## config.mk

```make
export PLATFORM = sky130hd
export DESIGN_NAME = cdi_card_detect
export DESIGN_NICKNAME = d
export VERILOG_FILES = /design/src/rtl/cdi_pkg.sv /design/src/rtl/cdi_sync.sv /design/src/rtl/cdi_debounce.sv /design/src/rtl/cdi_irq_regs.sv /design/src/rtl/cdi_card_detect.sv
export SDC_FILE = /design/constraint.sdc
export NUM_CORES = 1
export LEC_CHECK = 0
export ABC_AREA = 1
export BUFFER_PORTS_ARGS = -buffer_cell sky130_fd_sc_hd__buf_2
export CAP_MARGIN = 20
export CORE_MARGIN = 2
export CORE_UTILIZATION = 47
export CTS_BUF_LIST = sky130_fd_sc_hd__clkbuf_4 sky130_fd_sc_hd__clkbuf_8 sky130_fd_sc_hd__clkbuf_16
export CTS_CLUSTER_SIZE = 40
export DETAILED_ROUTE_END_ITERATION = 7
export HOLD_SLACK_MARGIN = 0.02
export PLACE_DENSITY = 0.76
export SYNTH_ARGS = -nofsm -noshare
export SYNTH_HDL_FRONTEND = slang
export SYNTH_HIERARCHICAL = 1
export SYNTH_SLANG_ARGS = --single-unit
```

## constraint.sdc

```tcl
create_clock -name clk -period 0.8 [get_ports clk]
set_input_delay 0.04 -clock clk [delete_from_list [all_inputs] [get_ports clk]]
set_output_delay 0.04 -clock clk [all_outputs]
set_load 0.05 [all_outputs]
```

## src/rtl/cdi_pkg.sv

```systemverilog
`timescale 1ns/1ps
package cdi_pkg;
  localparam int RD_W = 4;
  localparam int WR_W = 3;

  typedef enum logic [1:0] {
    ADR_STAT  = 2'd0,
    ADR_IRQEN = 2'd1,
    ADR_EVT   = 2'd2,
    ADR_RSVD  = 2'd3
  } cdi_addr_e;

  localparam int EN_INS  = 0;
  localparam int EN_REM  = 1;
  localparam int EN_GLOB = 2;
  localparam int EV_INS  = 0;
  localparam int EV_REM  = 1;
endpackage

```

## src/rtl/cdi_sync.sv

```systemverilog
`timescale 1ns/1ps
module cdi_sync #(
  parameter int W = 1
) (
  input  logic         clk,
  input  logic         rst_n,
  input  logic [W-1:0] d_i,
  output logic [W-1:0] q_o
);
  logic [W-1:0] meta_q, sync_q;

  always_ff @(posedge clk or negedge rst_n) begin
    if (!rst_n) begin
      meta_q <= '0;
      sync_q <= '0;
    end else begin
      meta_q <= d_i;
      sync_q <= meta_q;
    end
  end

  assign q_o = sync_q;
endmodule

```

## src/rtl/cdi_debounce.sv

```systemverilog
`timescale 1ns/1ps
module cdi_debounce #(
  parameter int TICK_DIV     = 4,
  parameter int STABLE_TICKS = 16
) (
  input  logic clk,
  input  logic rst_n,
  input  logic din_i,
  output logic level_o,
  output logic rise_o,
  output logic fall_o
);
  localparam int DIV_W = (TICK_DIV > 1) ? $clog2(TICK_DIV) : 1;
  localparam int CNT_W = (STABLE_TICKS > 1) ? $clog2(STABLE_TICKS) : 1;
  localparam logic [DIV_W-1:0] DIV_LAST = DIV_W'(TICK_DIV - 1);
  localparam logic [CNT_W-1:0] CNT_LAST = CNT_W'(STABLE_TICKS - 1);

  logic [DIV_W-1:0] div_q, div_d;
  logic [CNT_W-1:0] cnt_q, cnt_d;
  logic             lvl_q, lvl_d;
  logic             tick;

  always_comb begin
    tick  = (div_q == DIV_LAST);
    div_d = tick ? '0 : div_q + 1'b1;
    lvl_d = lvl_q;
    cnt_d = cnt_q;
    if (din_i == lvl_q) begin
      cnt_d = '0;
    end else if (tick) begin
      if (cnt_q == CNT_LAST) begin
        lvl_d = din_i;
        cnt_d = '0;
      end else begin
        cnt_d = cnt_q + 1'b1;
      end
    end
    rise_o = lvl_d & ~lvl_q;
    fall_o = ~lvl_d & lvl_q;
  end

  always_ff @(posedge clk or negedge rst_n) begin
    if (!rst_n) begin
      div_q <= '0;
      cnt_q <= '0;
      lvl_q <= 1'b0;
    end else begin
      div_q <= div_d;
      cnt_q <= cnt_d;
      lvl_q <= lvl_d;
    end
  end

  assign level_o = lvl_q;
endmodule

```

## src/rtl/cdi_irq_regs.sv

```systemverilog
`timescale 1ns/1ps
module cdi_irq_regs
  import cdi_pkg::*;
(
  input  logic            clk,
  input  logic            rst_n,
  input  logic            we_i,
  input  logic [1:0]      addr_i,
  input  logic [WR_W-1:0] wdata_i,
  input  logic            ins_evt_i,
  input  logic            rem_evt_i,
  output logic [2:0]      en_o,
  output logic [1:0]      pend_o,
  output logic            irq_o
);
  logic [2:0] en_q;
  logic [1:0] pend_q, pend_d, clr_mask, new_evt;
  logic       en_wr, pend_upd;

  always_comb begin
    en_wr    = we_i && (addr_i == ADR_IRQEN);
    clr_mask = (we_i && (addr_i == ADR_EVT)) ? wdata_i[1:0] : 2'b00;
    new_evt  = '0;
    new_evt[EV_INS] = ins_evt_i;
    new_evt[EV_REM] = rem_evt_i;
    pend_d   = (pend_q & ~clr_mask) | new_evt;
    pend_upd = (clr_mask != 2'b00) || (new_evt != 2'b00);
  end

  always_ff @(posedge clk or negedge rst_n) begin
    if (!rst_n) begin
      en_q <= '0;
    end else if (en_wr) begin
      en_q <= wdata_i;
    end
  end

  always_ff @(posedge clk or negedge rst_n) begin
    if (!rst_n) begin
      pend_q <= '0;
    end else if (pend_upd) begin
      pend_q <= pend_d;
    end
  end

  assign en_o   = en_q;
  assign pend_o = pend_q;
  assign irq_o  = en_q[EN_GLOB] &
                  ((en_q[EN_INS] & pend_q[EV_INS]) | (en_q[EN_REM] & pend_q[EV_REM]));
endmodule

```

## src/rtl/cdi_card_detect.sv

```systemverilog
`timescale 1ns/1ps
module cdi_card_detect
  import cdi_pkg::*;
#(
  parameter int TICK_DIV     = 4,
  parameter int STABLE_TICKS = 16
) (
  input  logic            clk,
  input  logic            rst_n,
  input  logic            card_present_i,
  input  logic            card_wp_i,
  input  logic            card_busy_i,
  input  logic            reg_we_i,
  input  logic [1:0]      reg_addr_i,
  input  logic [WR_W-1:0] reg_wdata_i,
  output logic [RD_W-1:0] reg_rdata_o,
  output logic            irq_o
);
  logic [1:0] rst_pipe_q;
  logic       rst_sn;
  logic [2:0] sync_vec;
  logic       deb_present, ins_evt, rem_evt;
  logic [2:0] en_q;
  logic [1:0] pend_q;

  always_ff @(posedge clk or negedge rst_n) begin
    if (!rst_n) rst_pipe_q <= 2'b00;
    else        rst_pipe_q <= {rst_pipe_q[0], 1'b1};
  end
  assign rst_sn = rst_pipe_q[1];

  cdi_sync #(.W(3)) u_sync (
    .clk   (clk),
    .rst_n (rst_sn),
    .d_i   ({card_busy_i, card_wp_i, card_present_i}),
    .q_o   (sync_vec)
  );

  cdi_debounce #(.TICK_DIV(TICK_DIV), .STABLE_TICKS(STABLE_TICKS)) u_deb (
    .clk     (clk),
    .rst_n   (rst_sn),
    .din_i   (sync_vec[0]),
    .level_o (deb_present),
    .rise_o  (ins_evt),
    .fall_o  (rem_evt)
  );

  cdi_irq_regs u_regs (
    .clk       (clk),
    .rst_n     (rst_sn),
    .we_i      (reg_we_i),
    .addr_i    (reg_addr_i),
    .wdata_i   (reg_wdata_i),
    .ins_evt_i (ins_evt),
    .rem_evt_i (rem_evt),
    .en_o      (en_q),
    .pend_o    (pend_q),
    .irq_o     (irq_o)
  );

  always_comb begin
    unique case (reg_addr_i)
      ADR_STAT:  reg_rdata_o = {~sync_vec[2], sync_vec[2], sync_vec[1], deb_present};
      ADR_IRQEN: reg_rdata_o = {1'b0, en_q};
      ADR_EVT:   reg_rdata_o = {2'b00, pend_q};
      default:   reg_rdata_o = '0;
    endcase
  end
endmodule

```

==> flow_summary.yaml, run 1 <==
outcome:
  outcome: "complete, but fails checks"
  violations: "setup timing"
detailed_routing:
  ant_nets: 0
  wl_per_cell_um: 11.20
  drc_errors: 0
  first_iter_violations: 11
  wirelength_um: 1837
  via_per_inst: 4.744
  vias: 778
  first_pass_iters: 4
cts:
  cts_tree: "yes"
  path_clk_slew_ns: 0.11
  cts_root_buf: "clkbuf_4"
  numCtsBuffers: 3
  htree_levels: 1
  clk_latency_ns: 0.29
  clock-sinks: 20
  clockBufferDepth: 2
setup_path:
  crit_path_start_kind: "register"
  cp_top_family: "flip-flops"
  end_kind: "register"
  cp_data_arrival_time_ns: 1.33
  critPathMaxFanout: 4
  worstPathCellList: "ha_4 > nand2_4 > nor2_4 > nand2_4 > o21ai_2 > inv_1"
  critPathBufInv: 1
  crit_slowest_cell: "dfrtp_1"
  cpMostUsedCell: "nand2_4"
  required_ns: 1.00
  path_class: "register to register"
  critPathMaxStageDelay_ns: 0.41
floorplan:
  core_um2: 1745
  die_w_um: 47.14
  fp.dieH_um: 47.14
  io_pins: 16
  start_util_pct: 50.11
  dieArea_um2: 2222
  rows: 15
layout:
  insertedDiodeCount: 0
  final_cells: 164
  final_cell_mix: "nand2_1 (28), dfrtp_1 (20), inv_1 (14)"
  syn2layout_area_growth_pct: 50.79
  fin_nets: 153
  final_common_cell: "nand2_1"
  nFillCells: 129
  drive_gt1_share_pct: 37.41
  final_area_um2: 1319
placement:
  place_area_um2: 1061
  port_buffers: 15
  dp_slack_ns: -0.3196
  dp.cells: 148
  gp_congestion: 0.8377
  hpwlAfterDp_um: 1279
global_route:
  grt_usage_pct: 19.87
  grt_pass1_wl_um: 2987
  grt_max_degree: 14
  grt_pass1_vias: 780
  grt-ovfl-total: 0
  antenna_found_initial: 0
yosys:
  ys_seq_elements: 20
  ys_seq_area_share_pct: 57.22
  netlist_instances: 101
  yosysWarnings: 6
  synthesis.area_um2: 874.6
  avgSynthCellArea_um2: 8.659
  syn_nets: 114
  ys_types: 17
timing:
  setup-violations-final: 12
  fin_crit_sh_pct: 141.7
  slew_viol_final: 0
  fin_crit_ns: 1.134
  fin_hold_ws_ns: 0.05384
  tns_ns: -3.356
  grt_setup_unrepaired: "true"
  worst_slack_ns: -0.3336
  hold_viol_final: 0
  skew_ns: 0.008499
  fmax_ghz: 0.8821
pwr:
  power.density_nw_per_um2: 1512
  leakagePower_nw: 0.7201
  ir_drop_v: 0.001291
job:
  max_cap_viol_count: 0
hold_path:
  hold_path.class: "input port to async pin"
-- per-layer routing --
metal,part of all wire (%),wire length [um],track usage (%)
met1,45,829,23.87
met2,50,919,33.70
met4,0.54,10,11.11
met3,4.2,78,3.462
met5,0,0,0
-- worst register-to-register path: stages, from the launching register on --
cell and delay (ns):
dfrtp_1 0.41, ha_4 0.17, nand2_4 0.05, nor2_4 0.12, nand2_4 0.09, o21ai_2 0.15
inv_1 0.05
-- path summary, 6_finish.rpt --
kind	cells past startpoint	start	endpoint	slack, ns
min in group clk	4	reg_we_i	u_regs/pend_o[0]	0.09
worst max-delay path	6	u_deb/cnt_q[1]	u_deb/level_o	-0.33
worst min-delay path	2	rst_n	rst_pipe_q[1]	0.05
max in group asynchronous	1	rst_pipe_q[1]	u_regs/pend_o[0]	0.45
worst min register to register	1	rst_pipe_q[1]	u_regs/en_o[1]	0.15
worst max register to register	6	u_deb/cnt_q[1]	u_deb/level_o	-0.33
-- synthesized netlist by cell type, drive strengths merged --
library cell | count | area share, %
dfrtp | 20 | 57
nor2 | 6 | 3.1
o21ai | 4 | 2.3
nand4 | 3 | 2.1
a21boi | 1 | 0.86
inv | 17 | 7.3
and3b | 1 | 1.0
nand2 | 31 | 14
nor3 | 1 | 0.57
nand3 | 13 | 8.0
ha | 2 | 2.9
a21oi | 1 | 0.57
conb | 1 | 0.43
-- kinds of logic after synthesis --
logic type	after synthesis	share of synthesized area, %
buffers and inverters	17	7.296
and+or+nand+nor	55	28.47
AOI/OAI and AO/OA	6	3.719
adders and majority gates	2	2.861
DFF	20	57.22
other	1	0.4288
-- stage by stage --
stage | total power, mW | util (%)
6_report | 1.994 | 75.56
5_1_grt | 2.105 | 75.56
4_1_cts | 2.003 | 71.40
3_5_place_dp | 1.376 | 60.79
3_3_place_gp | 1.363 | 60.79
2_1_floorplan | 1.263 | -
-- state kept, by name, summed over array words and instances (netlist names) --
signal and flops:
u_deb/cnt_q 4, u_regs/en_o 3, u_sync/meta_q 3, u_sync/q_o 3, rst_pipe_q 2, u_deb/div_q 2
u_regs/pend_o 2, u_deb/level_o 1
-- cell type report --
type,instances,area [um^2],area share (%)
repair buffers,34,274.0,20.78
flip-flops and latches,20,500.5,37.95
multi-input cells,64,412.9,31.31
clock buffers,4,36.28,2.751
inverters,17,63.81,4.839
well taps,25,31.28,2.372
-- power by group --
part           internal [mW]  switching [mW]
Combinational          0.149           0.178
Clock                  0.277           0.285
Sequential              1.06          0.0404
-- timing repair --
item / 4_1_cts / 5_1_grt
pin swaps: 6 / 3
setup buffers: 0 / 5
cloned: 0 / 0
endpoints found under the setup margin: 13 / 13
hold endpoints to repair: 8 / 0
hold buffers: 7 / 0
gates resized for setup: 21 / 9
(Power assumes the default switching activity.)
==> inputs of run 2 (changes only) <==
CORE_UTILIZATION = 52   (was 47)
PLACE_DENSITY = 0.79   (was 0.76)
clock period = 1.1 ns   (was 0.8 ns; I/O delays follow)
==> flow_summary.yaml, run 2 (synthesis gave the netlist of run 1 again) <==
pwr:
  ir_drop_v: 0.001057
  p_total_mw: 1.427
  p_seq_share_pct: 56.2
  clkPwrFrac_pct: 28.9
  combPwrFrac_pct: 14.9
  power.density_nw_per_um2: 1202
  swShare_pct: 25.31
  leakagePower_nw: 0.6444
  p_int_mw: 1.066
  p_switching_mw: 0.3611
cts:
  cts_root_buf: "clkbuf_4"
  path_clk_slew_ns: 0.11
  cts_tree: "yes"
  clock-sinks: 20
  htree_levels: 1
  numCtsBuffers: 3
  clk_latency_ns: 0.29
  clockBufferDepth: 2
floorplan:
  rows: 14
  start_util_pct: 56.74
  die_w_um: 45.01
  core_um2: 1541
  dieArea_um2: 2026
  fp.dieH_um: 45.01
  io_pins: 16
global_route:
  busiest_layer: "met2"
  antenna_found_initial: 0
  grt-ovfl-total: 0
  use_met1_pct: 25.20
  met2_usage_pct: 33.43
  grt_pass1_vias: 662
  grtUsageMet3_pct: 3.600
  grt_pass1_wl_um: 2766
  grt_usage_pct: 19.95
  grt_max_degree: 19
timing:
  tns_ns: -0.1593
  fin_crit_sh_pct: 104.0
  setup-violations-final: 4
  worst_slack_ns: -0.04449
  grt_setup_unrepaired: "true"
  hold_viol_final: 0
  slew_viol_final: 0
  skew_ns: 0.002976
  fmax_ghz: 0.8738
  fin_crit_ns: 1.144
layout:
  drive_gt1_share_pct: 28.79
  final_common_cell: "nand2_1"
  fin_nets: 146
  largest_register: "u_deb/cnt_q"
  syn2layout_area_growth_pct: 35.77
  largest_register_ffs: 4
  insertedDiodeCount: 0
  regArea_um2: 500.5
  multi_input_area_um2: 356.6
  final_cell_mix: "nand2_1 (29), dfrtp_1 (20), inv_1 (15), nand3_1 (11), buf_2 (10)"
  nFillCells: 114
detailed_routing:
  ant_nets: 0
  wl_per_cell_um: 11.61
  drc_errors: 0
  vias: 741
  via_per_inst: 5.007
  first_pass_iters: 4
  first_iter_violations: 23
  wirelength_um: 1719
placement:
  gp_congestion: 0.8398
  hpwlAfterDp_um: 1198
  port_buffers: 15
setup_path:
  end_kind: "output pin"
  path_class: "register to output pin"
  cp_data_arrival_time_ns: 1.09
  required_ns: 1.04
  critPathMaxFanout: 3
  crit_path_start_kind: "register"
job:
  max_cap_viol_count: 0
outcome:
  outcome: "complete, but fails checks"
  violations: "setup timing"
hold_path:
  hold_path.class: "input port to async pin"
==> run 2: critical path, cell delays in order, from the launching register on <==
cell and delay, ns:
dfrtp_1 0.40, nand2_1 0.06, a21boi_1 0.12, buf_4 0.21
==> run 2: final timing paths <==
| kind | from | end | slack [ns] | cells after the start |
|---|---|---|---|---|
| worst max-delay path | u_regs/pend_o[0] | irq_o | -0.04 | 3 |
| worst min-delay path | rst_n | rst_pipe_q[0] | 0.06 | 2 |
| worst max register to register | u_deb/cnt_q[0] | u_deb/level_o | -0.04 | 6 |
| worst min register to register | rst_pipe_q[1] | u_sync/meta_q[0] | 0.19 | 1 |
| max in group asynchronous | rst_pipe_q[1] | u_regs/pend_o[1] | 0.73 | 1 |
| min in group clk | reg_we_i | u_regs/pend_o[1] | 0.10 | 4 |
==> run 2: repair_timing <==
action                     in CTS  in global routing
hold endpoints to repair        8                  0
hold buffers                    7                  0
gates resized for setup        11                  8
pin swaps                       4                 14
buffers inserted                0                  2
setup endpoints to repair      10                 11
==> run 2: routing by layer <==
metal / vias up / wire length (um)
met1: 339 / 754
met3: 4 / 80
met4: 0 / 27
met5: - / 0
li1: 376 / -
met2: 22 / 857
==> run 2: power by group through the flow <==
stage / combinational [mW] / sequential (mW) / clock [mW]
global route: 0.233 / 0.807 / 0.464
floorplan: 0.0951 / 0.817 / 0
CTS: 0.202 / 0.802 / 0.426
detailed placement: 0.168 / 0.816 / 0
finish: 0.212 / 0.802 / 0.412
global placement: 0.162 / 0.813 / 0
==> run 2: through the flow <==
stage | setup slack, ns | hold WS (ns) | util, % | area [um^2] | cells
3_3_place_gp | 0.02586 | -0.1612 | 64.69 | 997.2 | 135
6_report | -0.04449 | 0.06202 | 77.03 | 1187 | 148
4_1_cts | -0.05827 | 0.05839 | 73.78 | 1137 | 146
5_1_grt | -0.1113 | 0.04879 | 77.03 | 1187 | 148
2_1_floorplan | -0.1149 | -0.2406 | - | 879.6 | 101
3_5_place_dp | 0.00002609 | -0.1528 | 64.69 | 997.2 | 135
==> run 2: cell type report <==
| class | count | area share (%) |
|---|---|---|
| Clock buffer | 4 | 3.056 |
| Inverter | 17 | 5.374 |
| Timing Repair Buffer | 27 | 17.70 |
| Multi-Input combinational cell | 64 | 30.03 |
| Sequential cell | 20 | 42.15 |
| Tap cell | 16 | 1.686 |
==> inputs of run 3 (changes only) <==
BUFFER_PORTS_ARGS = default   (was -buffer_cell sky130_fd_sc_hd__buf_2)
CORE_MARGIN = 3   (was 2)
CORE_UTILIZATION = 59   (was 52)
DONT_BUFFER_PORTS = 1   (was default)
SYNTH_HIERARCHICAL = default   (was 1)
==> flow_summary.yaml, run 3 <==
floorplan:
  rows: 13
  start_util_pct: 65.38
  io_pins: 16
  fp.dieH_um: 44.91
  die_w_um: 44.91
yosys:
  syn_nets: 110
  synth-compound-area-share_pct: 5.742
  yosysMostFrequentCell: "nand2_1"
  async_reset_ff_share_pct: 100.0
  synthesis.area_um2: 893.4
  synth_edf_count: 0
  avgSynthCellArea_um2: 9.306
  yosys.area_share.simple_pct: 25.49
  netlist_instances: 96
  ys_seq_elements: 20
  yosysWarnings: 0
  ys_top_cells_by_area: "dfrtp_1 (56%), nand2_1 (9.2%), inv_1 (5.5%)"
  ys_seq_area_share_pct: 56.02
  post-synth-top-area-cell: "dfrtp_1"
  synthAdderAreaFrac_pct: 4.202
  synth_top_family_by_area: "simple AND/OR/NAND/NOR gates"
  ys.flop_type: "dfrtp_1"
  synthTopCellsByCount: "nand2_1 (22), dfrtp_1 (20), inv_1 (13)"
  synthXorXnorAreaFrac_pct: 0.9804
  ys_types: 23
  muxShareOfSynthArea_pct: 0
  synth_top_area_share_pct: 56.02
timing:
  crit_endpoint: "u_regs.pend_o[0]$_DFFE_PN0P_/D"
  worstEpCategory: "register input"
placement:
  dp_slack_ns: -0.4277
  port_buffers: 0
  hpwlAfterDp_um: 1200
  gp_congestion: 0.8513
cts:
  cts_root_buf: "clkbuf_4"
  numCtsBuffers: 3
  htree_levels: 1
  clockBufferDepth: 2
  clock-sinks: 20
outcome:
  lastStage: "global routing (5_1_grt)"
  outcome: "aborted with a tool error"
  tool.error: "[ERROR DPL-0038] Utilization greater than 100%, impossible to legalize"
global_route:
  grt_max_degree: 19
==> run 3: cells by family after synthesis <==
logic type | count (synthesis)
other | 1
XOR/XNOR | 1
flip-flops | 20
AO/OA/AOI/OAI | 9
buffers and inverters | 15
adder cells (fa/ha/maj) | 3
AND/OR/NAND/NOR | 47
==> run 3: through the flow <==
stage          cells  instance area [um^2]  setup TNS (ns)
2_1_floorplan     96                 915.9         -0.8391
3_3_place_gp     123                  1033         -0.7798
3_5_place_dp     123                  1033         -0.9070
4_1_cts          139                  1266          -1.429
==> run 3: repair_timing <==
action,CTS
endpoints found under the hold margin,8
pin swaps,9
hold buffers,11
buffers inserted,2
endpoints found under the setup margin,9
resized for setup,13
==> inputs of run 4 (changes only) <==
CORE_AREA = 3 3 64 66   (was default)
CORE_MARGIN = default   (was 3)
CORE_UTILIZATION = default   (was 59)
CTS_BUF_LIST = default   (was sky130_fd_sc_hd__clkbuf_4 sky130_fd_sc_hd__clkbuf_8 sky130_fd_sc_hd__clkbuf_16)
CTS_CLUSTER_SIZE = default   (was 40)
DIE_AREA = 0 0 67 69   (was default)
HOLD_SLACK_MARGIN = default   (was 0.02)
PLACE_DENSITY = default   (was 0.79)
PLACE_DENSITY_LB_ADDON = 0.15   (was default)
==> flow_summary.yaml, run 4 <==
outcome:
  outcome: "complete, but fails checks"
  violations: "setup timing"
yosys:
  yosysMostFrequentCell: "nand2_1"
  netlist_instances: 96
  ys_seq_area_share_pct: 56.02
  ys_types: 23
  avgSynthCellArea_um2: 9.306
  ys.flop_type: "dfrtp_1"
  async_reset_ff_share_pct: 100.0
  synth_edf_count: 0
  ys_seq_elements: 20
  synth_top_area_share_pct: 56.02
  syn_nets: 110
  yosysWarnings: 0
  synthesis.area_um2: 893.4
  ys_top_cells_by_area: "dfrtp_1 (56%), nand2_1 (9.2%), inv_1 (5.5%)"
  post-synth-top-area-cell: "dfrtp_1"
  synthTopCellsByCount: "nand2_1 (22), dfrtp_1 (20), inv_1 (13)"
global_route:
  grt-ovfl-total: 0
  antenna_found_initial: 0
  grt_max_degree: 13
  grt_usage_pct: 8.611
  grt_pass1_vias: 676
  grt_pass1_wl_um: 2994
pwr:
  p_total_mw: 1.708
  ir_drop_v: 0.0005754
  leakagePower_nw: 0.6767
  power.density_nw_per_um2: 1204
layout:
  final_common_cell: "dfrtp_1"
  syn2layout_area_growth_pct: 58.82
  insertedDiodeCount: 0
  largest_register_ffs: 4
  drive_gt1_share_pct: 42.75
  fin_nets: 146
  final_cell_mix: "dfrtp_1 (20), nand2_1 (19), buf_4 (19), inv_1 (8), dlygate4sd3_1 (8)"
  nFillCells: 386
  largest_register: "u_deb.cnt_q"
timing:
  fmax_ghz: 0.6923
  worst_slack_ns: -0.3446
  hold_viol_final: 0
  grt_setup_unrepaired: "true"
  fin_crit_sh_pct: 131.3
  fin_crit_ns: 1.445
  tns_ns: -0.9105
  setup-violations-final: 8
  skew_ns: 0.002917
  slew_viol_final: 0
floorplan:
  fp.dieH_um: 69
  die_w_um: 67
  dieArea_um2: 4623
  rows: 22
  core_um2: 3633
  start_util_pct: 24.59
  io_pins: 16
placement:
  port_buffers: 0
  gp_congestion: 0.7283
  hpwlAfterDp_um: 1335
  dp_slack_ns: -0.4260
cts:
  clk_latency_ns: 0.26
  cts_tree: "yes"
  clockBufferDepth: 2
  htree_levels: 1
  path_clk_slew_ns: 0.07
  clock-sinks: 20
  numCtsBuffers: 3
  cts_root_buf: "clkbuf_8"
setup_path:
  crit_path_start_kind: "register"
  cp_top_family: "adder cells"
  crit_path_end: "u_regs.pend_o[1]"
  r2r.worst_path.cells: 10
  critPathMaxStageDelay_ns: 0.40
  worstSetupStartpoint: "u_deb.cnt_q[1]"
  critPathMaxFanout: 2
  crit_cells: 10
  r2r-start: "u_deb.cnt_q[1]"
  cp_data_arrival_time_ns: 1.60
  worstPathCellList: "ha_4 > nand2_4 > nor2_4 > nand3_2 > o21ai_2 > inv_2 > ha_4 > nand3_4 > nand2_1 > nand2_1"
  path_class: "register to register"
  end_kind: "register"
  crit_slowest_cell: "dfrtp_1"
  required_ns: 1.25
  rrSetupSlack_ns: -0.34
  rr_endpoint: "u_regs.pend_o[1]"
  critPathBufInv: 1
detailed_routing:
  route.met2.wl_um: 873
  wl_per_cell_um: 9.782
  topRoutingLayerUsed: "met4"
  met1_length_um: 805
  wirelength_um: 1751
  ant_nets: 0
  first_pass_iters: 4
  vias: 725
  first_iter_violations: 5
  wl_met3_um: 39
  via_per_inst: 4.050
  drc_errors: 0
job:
  max_cap_viol_count: 0
hold_path:
  hold_path.class: "input port to register"
run 4: how the worst min path moves through the flow:
stage | slack (ns) | to | startpoint | cells after the start
floorplan | -0.24 | rst_pipe_q[0] | rst_n | 0
global placement | -0.24 | rst_pipe_q[0] | rst_n | 0
detailed placement | -0.24 | rst_pipe_q[0] | rst_n | 0
CTS | 0.009 | rst_pipe_q[0] | rst_n | 1
global route | 0.005 | u_regs.en_o[0] | reg_we_i | 2
finish | 0.01 | u_regs.en_o[0] | reg_we_i | 2
run 4: metrics by stage:
step | area (um^2) | hold WS [ns] | cells | util [%]
2_1_floorplan | 915.9 | -0.2406 | 96 | -
3_3_place_gp | 1112 | -0.2405 | 161 | 30.61
3_5_place_dp | 1112 | -0.2405 | 161 | 30.61
4_1_cts | 1358 | 0.008536 | 177 | 37.36
5_1_grt | 1419 | 0.005122 | 179 | 39.05
6_report | 1419 | 0.01247 | 179 | 39.05
run 4: power by group:
group	total [mW]	leakage [nW]	internal (mW)	switching, mW
Sequential	0.791	0.250	0.770	0.0207
Clock	0.724	0.0357	0.485	0.239
Combinational	0.193	0.391	0.0816	0.111
Total	1.71	0.677	1.34	0.371
run 4: repair_timing:
action	CTS	global route
setup buffers	5	4
gates resized for setup	13	14
endpoints found under the hold margin	8	2
hold buffers	7	1
pin swaps	8	5
endpoints found under the setup margin	9	12
run 4: final cells by class:
cell class	count	area [um^2]	share of cell area [%]
clock inverter	1	30.03	2.116
sequential	20	500.5	35.27
clock buffer	3	41.29	2.910
tap	48	60.06	4.233
multi-input combinational	61	441.7	31.13
timing repair buffer	32	287.8	20.28
inverter	14	57.56	4.056
run 4: kinds of logic after synthesis:
kind of cell / share of synthesized area (%)
other: 0.4198
XOR/XNOR: 0.9806
AND/OR/NAND/NOR: 25.49
buffers and inverters: 7.143
AO/OA/AOI/OAI: 5.741
flip-flops: 56.02
adder cells (fa/ha/maj): 4.202
run 4: metal layers:
metal,up-vias,global-route usage [%]
met5,-,0
met3,4,2.443
met1,334,11.36
met2,8,12.77
met4,0,4.054
li1,379,-
